--- src/rtl/rpn_pkg.sv ---
package rpn_pkg;

    typedef enum logic [2:0] {
        TK_NUM  = 3'd0,
        TK_ADD  = 3'd1,
        TK_SUB  = 3'd2,
        TK_MUL  = 3'd3,
        TK_DIV  = 3'd4,
        TK_END  = 3'd5,
        TK_RSV6 = 3'd6,
        TK_RSV7 = 3'd7
    } tok_kind_e;

    typedef enum logic [2:0] {
        SOP_HOLD  = 3'd0,
        SOP_PUSH  = 3'd1,
        SOP_FOLD  = 3'd2,
        SOP_POP   = 3'd3,
        SOP_CLEAR = 3'd4
    } stk_op_e;

    typedef enum logic {
        CT_IDLE   = 1'b0,
        CT_DIVIDE = 1'b1
    } ctl_state_e;

    typedef struct packed {
        logic ovf;
        logic unf;
        logic dz;
        logic bad;
    } err_flags_t;

    function automatic logic is_arith(tok_kind_e k);
        return (k == TK_ADD) || (k == TK_SUB) || (k == TK_MUL) || (k == TK_DIV);
    endfunction

endpackage

--- src/rtl/rpn_stack.sv ---
module rpn_stack
    import rpn_pkg::*;
#(
    parameter int W     = 16,
    parameter int DEPTH = 8,
    localparam int CNT_W = $clog2(DEPTH + 1)
) (
    input  logic             clk,
    input  logic             rst,
    input  stk_op_e          op,
    input  logic [W-1:0]     wdata,
    output logic [W-1:0]     top,
    output logic [W-1:0]     nxt,
    output logic [CNT_W-1:0] count,
    output logic             empty,
    output logic             full
);

    logic [CNT_W-1:0] cnt_q;
    logic [W-1:0]     mem [DEPTH];

    always_ff @(posedge clk) begin
        if (rst) begin
            cnt_q <= '0;
        end else begin
            case (op)
                SOP_PUSH:  cnt_q <= cnt_q + 1'b1;
                SOP_FOLD:  cnt_q <= cnt_q - 1'b1;
                SOP_POP:   cnt_q <= cnt_q - 1'b1;
                SOP_CLEAR: cnt_q <= '0;
                default:   cnt_q <= cnt_q;
            endcase
        end
    end

    for (genvar i = 0; i < DEPTH; i++) begin : g_slot
        always_ff @(posedge clk) begin
            if (rst) begin
                mem[i] <= '0;
            end else if (op == SOP_PUSH && int'(cnt_q) == i) begin
                mem[i] <= wdata;
            end else if (op == SOP_FOLD && int'(cnt_q) == i + 2) begin
                mem[i] <= wdata;
            end
        end
    end

    always_comb begin
        top = '0;
        nxt = '0;
        for (int i = 0; i < DEPTH; i++) begin
            if (int'(cnt_q) == i + 1) top = mem[i];
            if (int'(cnt_q) == i + 2) nxt = mem[i];
        end
    end

    assign count = cnt_q;
    assign empty = (cnt_q == '0);
    assign full  = (int'(cnt_q) == DEPTH);

endmodule

--- src/rtl/rpn_alu.sv ---
module rpn_alu
    import rpn_pkg::*;
#(
    parameter int W = 16
) (
    input  tok_kind_e    kind,
    input  logic [W-1:0] lhs,
    input  logic [W-1:0] rhs,
    output logic [W-1:0] res
);

    logic [W-1:0] sum, dif, prod;

    assign sum  = lhs + rhs;
    assign dif  = lhs - rhs;
    assign prod = lhs * rhs;

    always_comb begin
        case (kind)
            TK_SUB:  res = dif;
            TK_MUL:  res = prod;
            default: res = sum;
        endcase
    end

endmodule

--- src/rtl/rpn_divider.sv ---
module rpn_divider #(
    parameter int W = 16,
    localparam int CW = $clog2(W + 1)
) (
    input  logic         clk,
    input  logic         rst,
    input  logic         start,
    input  logic [W-1:0] dividend,
    input  logic [W-1:0] divisor,
    output logic         done,
    output logic [W-1:0] quotient
);

    logic [W-1:0]  quo_q, dvs_q;
    logic [W:0]    rem_q, rem_sh, rem_dif;
    logic [CW-1:0] left_q;
    logic          neg_q, done_q, fits;

    function automatic logic [W-1:0] mag(logic [W-1:0] x);
        return x[W-1] ? (~x + 1'b1) : x;
    endfunction

    assign rem_sh  = {rem_q[W-1:0], quo_q[W-1]};
    assign rem_dif = rem_sh - {1'b0, dvs_q};
    assign fits    = (rem_sh >= {1'b0, dvs_q});

    always_ff @(posedge clk) begin
        if (rst) begin
            quo_q  <= '0;
            dvs_q  <= '0;
            rem_q  <= '0;
            left_q <= '0;
            neg_q  <= 1'b0;
            done_q <= 1'b0;
        end else begin
            done_q <= 1'b0;
            if (start) begin
                quo_q  <= mag(dividend);
                dvs_q  <= mag(divisor);
                rem_q  <= '0;
                neg_q  <= dividend[W-1] ^ divisor[W-1];
                left_q <= CW'(W);
            end else if (left_q != '0) begin
                rem_q  <= fits ? rem_dif : rem_sh;
                quo_q  <= {quo_q[W-2:0], fits};
                left_q <= left_q - 1'b1;
                if (left_q == CW'(1)) done_q <= 1'b1;
            end
        end
    end

    assign done     = done_q;
    assign quotient = neg_q ? (~quo_q + 1'b1) : quo_q;

endmodule

--- src/rtl/rpn_ctrl.sv ---
module rpn_ctrl
    import rpn_pkg::*;
#(
    parameter int W     = 16,
    parameter int DEPTH = 8,
    localparam int CNT_W = $clog2(DEPTH + 1)
) (
    input  logic             clk,
    input  logic             rst,
    input  logic             in_valid,
    input  logic [2:0]       in_kind,
    input  logic [W-1:0]     in_value,
    output logic             in_ready,
    input  logic [W-1:0]     stk_top,
    input  logic [CNT_W-1:0] stk_count,
    input  logic             stk_full,
    input  logic [W-1:0]     alu_res,
    input  logic             div_done,
    input  logic [W-1:0]     div_quo,
    output stk_op_e          sop,
    output logic [W-1:0]     sdata,
    output logic             div_start,
    output logic             res_valid,
    output logic [W-1:0]     res_value,
    output err_flags_t       errs
);

    ctl_state_e state_q, state_d;
    tok_kind_e  kind;
    err_flags_t errs_d, errs_q;
    logic       emit_d, emit_q, two_avail;
    logic [W-1:0] res_q;

    assign kind      = tok_kind_e'(in_kind);
    assign in_ready  = (state_q == CT_IDLE);
    assign two_avail = (int'(stk_count) >= 2);

    always_comb begin
        sop       = SOP_HOLD;
        sdata     = '0;
        div_start = 1'b0;
        state_d   = state_q;
        errs_d    = '0;
        emit_d    = 1'b0;
        if (state_q == CT_DIVIDE) begin
            if (div_done) begin
                sop     = SOP_FOLD;
                sdata   = div_quo;
                state_d = CT_IDLE;
            end
        end else if (in_valid) begin
            if (kind == TK_NUM) begin
                if (stk_full) begin
                    errs_d.ovf = 1'b1;
                end else begin
                    sop   = SOP_PUSH;
                    sdata = in_value;
                end
            end else if (is_arith(kind)) begin
                if (!two_avail) begin
                    errs_d.unf = 1'b1;
                end else if (kind != TK_DIV) begin
                    sop   = SOP_FOLD;
                    sdata = alu_res;
                end else if (stk_top == '0) begin
                    errs_d.dz = 1'b1;
                    sop       = SOP_FOLD;
                    sdata     = '0;
                end else begin
                    div_start = 1'b1;
                    state_d   = CT_DIVIDE;
                end
            end else if (kind == TK_END) begin
                if (int'(stk_count) == 1) begin
                    sop    = SOP_POP;
                    emit_d = 1'b1;
                end else begin
                    sop        = SOP_CLEAR;
                    errs_d.bad = 1'b1;
                end
            end
        end
    end

    always_ff @(posedge clk) begin
        if (rst) begin
            state_q <= CT_IDLE;
            errs_q  <= '0;
            emit_q  <= 1'b0;
            res_q   <= '0;
        end else begin
            state_q <= state_d;
            errs_q  <= errs_d;
            emit_q  <= emit_d;
            if (emit_d) res_q <= stk_top;
        end
    end

    assign res_valid = emit_q;
    assign res_value = res_q;
    assign errs      = errs_q;

endmodule

--- src/rtl/rpn_eval.sv ---
module rpn_eval
    import rpn_pkg::*;
#(
    parameter int W     = 16,
    parameter int DEPTH = 8
) (
    input  logic         clk,
    input  logic         rst,
    input  logic         in_valid,
    output logic         in_ready,
    input  logic [2:0]   in_kind,
    input  logic [W-1:0] in_value,
    output logic         res_valid,
    output logic [W-1:0] res_value,
    output logic         stk_empty,
    output logic         stk_full,
    output logic         err_overflow,
    output logic         err_underflow,
    output logic         err_divzero,
    output logic         err_malformed
);

    localparam int CNT_W = $clog2(DEPTH + 1);

    stk_op_e          sop;
    logic [W-1:0]     sdata, top, nxt, alu_res, div_quo;
    logic [CNT_W-1:0] count;
    logic             div_start, div_done, full_i;
    err_flags_t       errs;

    rpn_stack #(.W(W), .DEPTH(DEPTH)) u_stack (
        .clk(clk), .rst(rst), .op(sop), .wdata(sdata),
        .top(top), .nxt(nxt), .count(count),
        .empty(stk_empty), .full(full_i)
    );

    rpn_alu #(.W(W)) u_alu (
        .kind(tok_kind_e'(in_kind)), .lhs(nxt), .rhs(top), .res(alu_res)
    );

    rpn_divider #(.W(W)) u_div (
        .clk(clk), .rst(rst), .start(div_start),
        .dividend(nxt), .divisor(top),
        .done(div_done), .quotient(div_quo)
    );

    rpn_ctrl #(.W(W), .DEPTH(DEPTH)) u_ctrl (
        .clk(clk), .rst(rst),
        .in_valid(in_valid), .in_kind(in_kind), .in_value(in_value),
        .in_ready(in_ready),
        .stk_top(top), .stk_count(count), .stk_full(full_i),
        .alu_res(alu_res), .div_done(div_done), .div_quo(div_quo),
        .sop(sop), .sdata(sdata), .div_start(div_start),
        .res_valid(res_valid), .res_value(res_value), .errs(errs)
    );

    assign stk_full      = full_i;
    assign err_overflow  = errs.ovf;
    assign err_underflow = errs.unf;
    assign err_divzero   = errs.dz;
    assign err_malformed = errs.bad;

endmodule

--- config.mk ---
export PLATFORM = sky130hd
export DESIGN_NAME = rpn_eval
export DESIGN_NICKNAME = d
export VERILOG_FILES = /design/src/rtl/rpn_pkg.sv /design/src/rtl/rpn_stack.sv /design/src/rtl/rpn_alu.sv /design/src/rtl/rpn_divider.sv /design/src/rtl/rpn_ctrl.sv /design/src/rtl/rpn_eval.sv
export SDC_FILE = /design/constraint.sdc
export NUM_CORES = 1
export LEC_CHECK = 0
export BUFFER_PORTS_ARGS = -buffer_cell sky130_fd_sc_hd__buf_2
export CELL_PAD_IN_SITES_DETAIL_PLACEMENT = 1
export CELL_PAD_IN_SITES_GLOBAL_PLACEMENT = 1
export CORE_MARGIN = 3
export CORE_UTILIZATION = 54
export DETAILED_ROUTE_END_ITERATION = 16
export PLACE_DENSITY_LB_ADDON = 0.12
export SLEW_MARGIN = 10
export SYNTH_ARGS = -nofsm -noshare
export SYNTH_HDL_FRONTEND = slang
export SYNTH_SLANG_ARGS = --single-unit
--- constraint.sdc ---
create_clock -name clk -period 15.5 [get_ports clk]
set_clock_uncertainty 0.2 [all_clocks]
set_input_delay 0.775 -clock clk [delete_from_list [all_inputs] [get_ports clk]]
set_output_delay 0.775 -clock clk [all_outputs]
set_load 0.02 [all_outputs]
==> results.sh, run 1 <==
export IMPL_internal_power_mw=1.24
export IMPL_synth_distinct_cells=99
export IMPL_synthArstFlopShare_pct=0
export IMPL_hold_buffers=0
export IMPL_seqCellArea_sq_um=5470
export IMPL_die_height_microns=185
export IMPL_nFillCells=3733
export IMPL_ys_warn_count=0
export IMPL_worstMarginPinSlew_ns=1.33
export IMPL_overflow=0
export IMPL_dpl_cell_area_sq_um=17900
export IMPL_synth_net_count=2200
export IMPL_status="completed"
export IMPL_vias_per_cell=6.67
export IMPL_cp_data_required_time_ns=15.53
export IMPL_p_leak_nw=7.54
export IMPL_cts_tree="built"
export IMPL_wire_per_inst_microns=28.0
export IMPL_h_tree_depth=1
export IMPL_ys_flop_type="edfxtp_1"
export IMPL_maxCapViolations=0
export IMPL_finalMaxSlewViolations=0
export IMPL_design_area_sq_um=18800
export IMPL_cts_resized=0
export IMPL_vias=16200
export IMPL_pre_cts_slack_ns=6.01
export IMPL_netlist_area_sq_um=17400
export IMPL_grt_pass1_vias=16400
export IMPL_setup_ws_ns=5.67
export IMPL_clkPwrFrac_pct=32.7
export IMPL_cts_clk_slew_worst_paths_ns=0.06
export IMPL_max_stage_delay_ns=0.87
export IMPL_cts_root_buf="clkbuf_16"
export IMPL_utilization_pct=59.3
export IMPL_syn2layout_area_growth_pct=8.06
export IMPL_cts_setup_buffers=0
export IMPL_gp_congestion=1.02
export IMPL_grt_pass1_wl_microns=102000
export IMPL_cts_sinks=209
export IMPL_num_rows=65
export IMPL_die_area_sq_um=34300
export IMPL_final_nets=2198
export IMPL_setup_viol=0
export IMPL_end_kind="flip-flop"
export IMPL_period_needed_ns=9.83
export IMPL_hpwlAfterDp_microns=49400
export IMPL_postSynthAreaPerCell_sq_um=8.66
export IMPL_relSlewSlack_pct=10.7
export IMPL_wl_microns=67900
export IMPL_ir_worst_vdd_mv=0.0982
export IMPL_comb_power_share_pct=32.5
export IMPL_synth_top_family_by_area="simple AND/OR/NAND/NOR gates"
export IMPL_synth_xor_area_share_pct=5.64
export IMPL_core_area_sq_um=31600
export IMPL_cp_arrival_ns=9.86
export IMPL_ys_ff_latch=209
export IMPL_path_max_fanout=73
export IMPL_insertion_delay_ns=0.54
export IMPL_max_freq_mhz=102
export IMPL_critPathKind="flip-flop to flip-flop"
export IMPL_io_pins=46
export IMPL_drcViolationCount=0
export IMPL_synthTopCellsByArea="edfxtp_1 22%, fa_1 9.6%, dfxtp_1 9.3%"
export IMPL_rsz0062_at_grt="no"
export IMPL_drtIter0Drc=1841
export IMPL_switching_share_pct=35.5
export IMPL_muxShareOfSynthArea_pct=3.34
export IMPL_cp_start_kind="flip-flop"
export IMPL_netlist_instances=2005
export IMPL_multi_input_area_sq_um=10700
export IMPL_firstDrtPassIters=7
export IMPL_timing_hold_ws_ns=0.262
export IMPL_die_w_microns=185
export IMPL_synth_simple_area_share_pct=19.5
export IMPL_grt_max_degree=81
export IMPL_min_path_type="flip-flop to flip-flop"
export IMPL_fin_tns_setup_ns=0
export IMPL_yosys_area_share_adder_pct=16.1
export IMPL_seqPwrFrac_pct=34.8
export IMPL_synth_top_area_cell="edfxtp_1"
export IMPL_start_util_pct=54.9
export IMPL_hold_violations=0
export IMPL_cts_buffer_depth=3
export IMPL_num_antenna_cells=0
export IMPL_portBuffers=45
export IMPL_slowest_stage="a222oi_1"
export IMPL_synth_common_cells="336 x nor2_1, 194 x nand2_1, 167 x inv_1"
export IMPL_synth_top_cell_area_share_pct=22.1
export IMPL_ant_nets=0
export IMPL_p_switching_mw=0.681
export IMPL_grt_util_all_layers_pct=39.5
export IMPL_synth_most_common_cell="nor2_1"
export IMPL_cts_made_buffers=24
export IMPL_power_density_nw_per_um2=102
export IMPL_drive_above_1_share_pct=9.50
export IMPL_finalCritPeriodShare_pct=63.4
export IMPL_ys_seq_area_share_pct=31.5
export IMPL_synth_compound_area_share_pct=17.0
export IMPL_antenna_found_initial=1
export IMPL_synth_edff_count=128
-- placed cells by master, fill, tap and decap left out, drive strengths merged, types with 12 or more instances in the layout --
master / synthesis / layout
a211oi: 21 / 21
a21o: 21 / 21
a21oi: 109 / 109
a221oi: 15 / 15
a22oi: 33 / 33
a311oi: 17 / 17
a31oi: 18 / 18
and2: 13 / 13
buf: 44 / 87
clkbuf: 71 / 29
dfxtp: 81 / 81
edfxtp: 128 / 128
fa: 83 / 83
ha: 90 / 90
inv: 175 / 176
mux2: 32 / 32
mux2i: 19 / 19
nand2: 195 / 195
nand2b: 20 / 20
nand3: 15 / 15
nor2: 336 / 336
nor2b: 24 / 24
nor3: 61 / 61
nor3b: 13 / 13
o21a: 12 / 12
o21ai: 75 / 75
or3: 12 / 12
xnor2: 71 / 71
xor2: 28 / 28
-- cell type report --
class | instances | share of cell area, %
Clock inverter | 15 | 1.12
Tap cell | 402 | 2.68
Inverter | 179 | 3.58
Clock buffer | 29 | 3.41
Timing Repair Buffer | 87 | 2.88
Sequential cell | 209 | 29.1
Multi-Input combinational cell | 1502 | 57.2
-- worst paths after layout --
check	slack [ns]	from	cells after the start	endpoint
worst max-delay path	5.67	u_stack.count[1]	31	u_stack.mem[1][13]
worst min-delay path	0.26	u_ctrl.res_value[10]	2	u_ctrl.res_value[10]
worst max register to register	5.67	u_stack.count[1]	31	u_stack.mem[1][13]
worst min register to register	0.26	u_ctrl.res_value[10]	2	u_ctrl.res_value[10]
-- state kept, by name (all words and copies together), names as in the netlist --
| name | cells |
|---|---|
| u_stack.mem | 128 |
| u_ctrl.res_value | 16 |
| u_div.dvs_q | 16 |
| u_div.quo_q | 16 |
| u_div.rem_q | 16 |
| u_div.left_q | 5 |
| u_ctrl.errs | 4 |
| u_stack.count | 4 |
| u_ctrl.res_valid | 1 |
| u_ctrl.state_q | 1 |
| u_div.done | 1 |
| u_div.neg_q | 1 |
-- power groups by stage --
stage / clock network (mW) / logic (mW) / registers (mW)
floorplan: 0 / 0.451 / 0.662
detailed placement: 0 / 0.610 / 0.676
finish: 0.626 / 0.623 / 0.667
global route: 0.646 / 0.691 / 0.670
CTS: 0.622 / 0.618 / 0.666
global placement: 0 / 0.584 / 0.673
-- cells by family (layout without fill, tap and decap cells) --
| group | count (synthesis) | after routing |
|---|---|---|
| mux | 52 | 52 |
| buf+inv | 294 | 310 |
| simple gates | 750 | 750 |
| compound gates | 423 | 423 |
| flops | 209 | 209 |
| xor+xnor | 104 | 104 |
| fa+ha+maj | 173 | 173 |
-- worst max-delay path, delay by kind of cell (launching register included) --
family / cells / cell delay (ns)
and+or+nand+nor: 6 / 1.58
AOI/OAI and AO/OA: 9 / 3.13
xor gates and xnor gates: 1 / 0.17
adders and majority gates: 7 / 2.40
DFF: 1 / 0.31
buffers and inverters: 8 / 1.70
-- layer usage --
layer	vias to the layer above	GRT usage, %	part of all wire, %
li1	6935	-	-
met3	235	10.5	11
met2	927	62.0	45
met5	-	0	0.019
met1	8064	51.8	39
met4	2	17.3	5.3
-- through the flow --
stage | total power, mW | instances
after floorplan | 1.11 | 2005
after global placement | 1.26 | 2379
after detailed placement | 1.29 | 2379
after CTS | 1.91 | 2423
after global routing | 2.01 | 2423
final | 1.92 | 2423
Power figures use the tool's default switching activity.
==> run 2, diff against run 1 <==
--- a/config.mk
+++ b/config.mk
@@ -9,7 +9,7 @@
 export CELL_PAD_IN_SITES_DETAIL_PLACEMENT = 1
 export CELL_PAD_IN_SITES_GLOBAL_PLACEMENT = 1
 export CORE_MARGIN = 3
-export CORE_UTILIZATION = 54
+export CORE_UTILIZATION = 50
 export DETAILED_ROUTE_END_ITERATION = 16
 export PLACE_DENSITY_LB_ADDON = 0.12
 export SLEW_MARGIN = 10
==> constraint.sdc (replaced) <==
create_clock -name clk -period 9.6 [get_ports clk]
set_clock_uncertainty 0.2 [all_clocks]
set_input_delay 0.48 -clock clk [delete_from_list [all_inputs] [get_ports clk]]
set_output_delay 0.48 -clock clk [all_outputs]
set_load 0.02 [all_outputs]
==> results.sh, run 2 (synthesis results as in run 1) <==
export IMPL_die_w_microns=192
export IMPL_insertion_delay_ns=0.55
export IMPL_crit_start="u_stack.count[2]"
export IMPL_critPathKind="flip-flop to flip-flop"
export IMPL_layout_common_cells="336 x nor2_1, 194 x nand2_1, 167 x inv_1, 128 x edfxtp_1, 107 x a21oi_1"
export IMPL_cts_made_buffers=24
export IMPL_hold_buffers=0
export IMPL_vias=16100
export IMPL_design_area_sq_um=19000
export IMPL_finalNonFillerCells=2496
export IMPL_utilization_pct=56.0
export IMPL_worstMarginPinSlew_ns=1.24
export IMPL_grtUsageMet1_pct=50.6
export IMPL_grt_max_degree=63
export IMPL_wire_per_inst_microns=27.4
export IMPL_cts_tree="built"
export IMPL_cp_data_required_time_ns=9.63
export IMPL_max_freq_mhz=113
export IMPL_wl_microns=68300
export IMPL_hold_violations=0
export IMPL_fin_tns_setup_ns=0
export IMPL_status="completed"
export IMPL_cts_buffer_depth=3
export IMPL_gp_congestion=1.02
export IMPL_core_area_sq_um=33900
export IMPL_dpl_cell_area_sq_um=18200
export IMPL_largest_register_ffs=128
export IMPL_power_density_nw_per_um2=160
export IMPL_num_antenna_cells=0
export IMPL_cp_start_kind="flip-flop"
export IMPL_crit_buf_inv=5
export IMPL_grt_pass1_wl_microns=103000
export IMPL_finalCritPeriodShare_pct=92.0
export IMPL_slowest_stage="nor3_2"
export IMPL_drcViolationCount=0
export IMPL_p_leak_nw=7.66
export IMPL_cts_clk_slew_worst_paths_ns=0.06
export IMPL_hp_start="in_kind[2]"
export IMPL_setup_viol=0
export IMPL_syn2layout_area_growth_pct=9.30
export IMPL_cp_arrival_ns=8.86
export IMPL_use_met3_pct=8.28
export IMPL_firstDrtPassIters=6
export IMPL_finalMaxSlewViolations=0
export IMPL_cts_root_buf="clkbuf_16"
export IMPL_start_util_pct=51.3
export IMPL_relSlewSlack_pct=16.3
export IMPL_die_height_microns=192
export IMPL_grt_util_all_layers_pct=37.0
export IMPL_max_stage_delay_ns=0.74
export IMPL_h_tree_depth=1
export IMPL_die_area_sq_um=37000
export IMPL_io_pins=46
export IMPL_cts_resized=0
export IMPL_final_common_cell="nor2_1"
export IMPL_cpMostUsedCell="fa_1"
export IMPL_pre_cts_slack_ns=0.954
export IMPL_num_rows=67
export IMPL_setup_ws_ns=0.771
export IMPL_final_nets=2226
export IMPL_end_kind="flip-flop"
export IMPL_ant_nets=0
export IMPL_placed_cells_incl_taps=2453
export IMPL_hpwlAfterDp_microns=51800
export IMPL_antenna_found_initial=0
export IMPL_period_needed_ns=8.83
export IMPL_met2_usage_pct=56.9
export IMPL_min_path_type="primary input to flip-flop"
export IMPL_rsz0062_at_grt="no"
export IMPL_top_register="u_stack.mem"
export IMPL_gr_max_usage_layer="met2"
export IMPL_cts_setup_buffers=0
export IMPL_maxCapViolations=0
export IMPL_drtIter0Drc=1859
export IMPL_portBuffers=45
export IMPL_path_max_fanout=34
export IMPL_overflow=0
export IMPL_cts_sinks=209
export IMPL_r2r_start="u_stack.count[2]"
export IMPL_ir_worst_vdd_mv=0.164
export IMPL_drive_above_1_share_pct=10.8
export IMPL_vias_per_cell=6.46
export IMPL_cp_top_family="adder cells"
export IMPL_grt_pass1_vias=16200
export IMPL_timing_hold_ws_ns=0.174
export IMPL_power_mw=3.04
run 2: cell count changes in the layout (fill, tap and decap cells not counted):
cell,change
nor4bb_4,-1
clkbuf_8,+1
buf_4,+28
clkinvlp_4,-1
nor4bb_2,+1
inv_4,+2
bufinv_16,-2
clkbuf_1,-2
clkinv_2,+1
run 2: worst reg2reg max path, cell delays in order, from the launching register on:
cell and delay (ns):
dfxtp_2 0.35, buf_4 0.44, nor3b_2 0.16, buf_4 0.22, a32oi_1 0.16, nor2_1 0.09, nor3_2 0.74, clkinv_1 0.54
nand2b_1 0.24, fa_1 0.47, fa_1 0.51, inv_1 0.06, fa_1 0.51, fa_1 0.56, inv_1 0.05, fa_1 0.45
fa_1 0.39, xor2_1 0.16, xnor2_1 0.19, xnor2_1 0.11, xnor2_1 0.23, xnor2_1 0.16, xnor3_1 0.43, xnor3_1 0.35
xor2_1 0.19, a211oi_4 0.44, nor3_1 0.11
run 2: area by class of cell:
type | count | area [sq um]
multi-input cells | 1502 | 10700
repair buffers | 115 | 751
inverters | 179 | 672
clock buffers | 28 | 647
well taps | 448 | 561
clock inverters | 15 | 160
fillers | 4073 | 14900
flip-flops and latches | 209 | 5470
run 2: where the power goes:
group	internal [mW]	switching [mW]	leakage (nW)
clock	0.564	0.400	0.400
sequential	1.02	0.0591	1.98
combinational	0.370	0.636	5.28
run 2: path summary, 6_finish.rpt:
path | end | slack (ns) | cells after the start
max | u_stack.mem[0][47] | 0.77 | 26
min | u_ctrl.errs[0] | 0.17 | 2
max reg2reg | u_stack.mem[0][47] | 0.77 | 26
min reg2reg | u_div.rem_q[15] | 0.25 | 2
run 2: layer usage:
layer  share of wire (%)  wire, microns
met1                  42          28500
met5                   0              0
met2                  44          29900
met4                 4.9           3360
met3                 9.6           6580
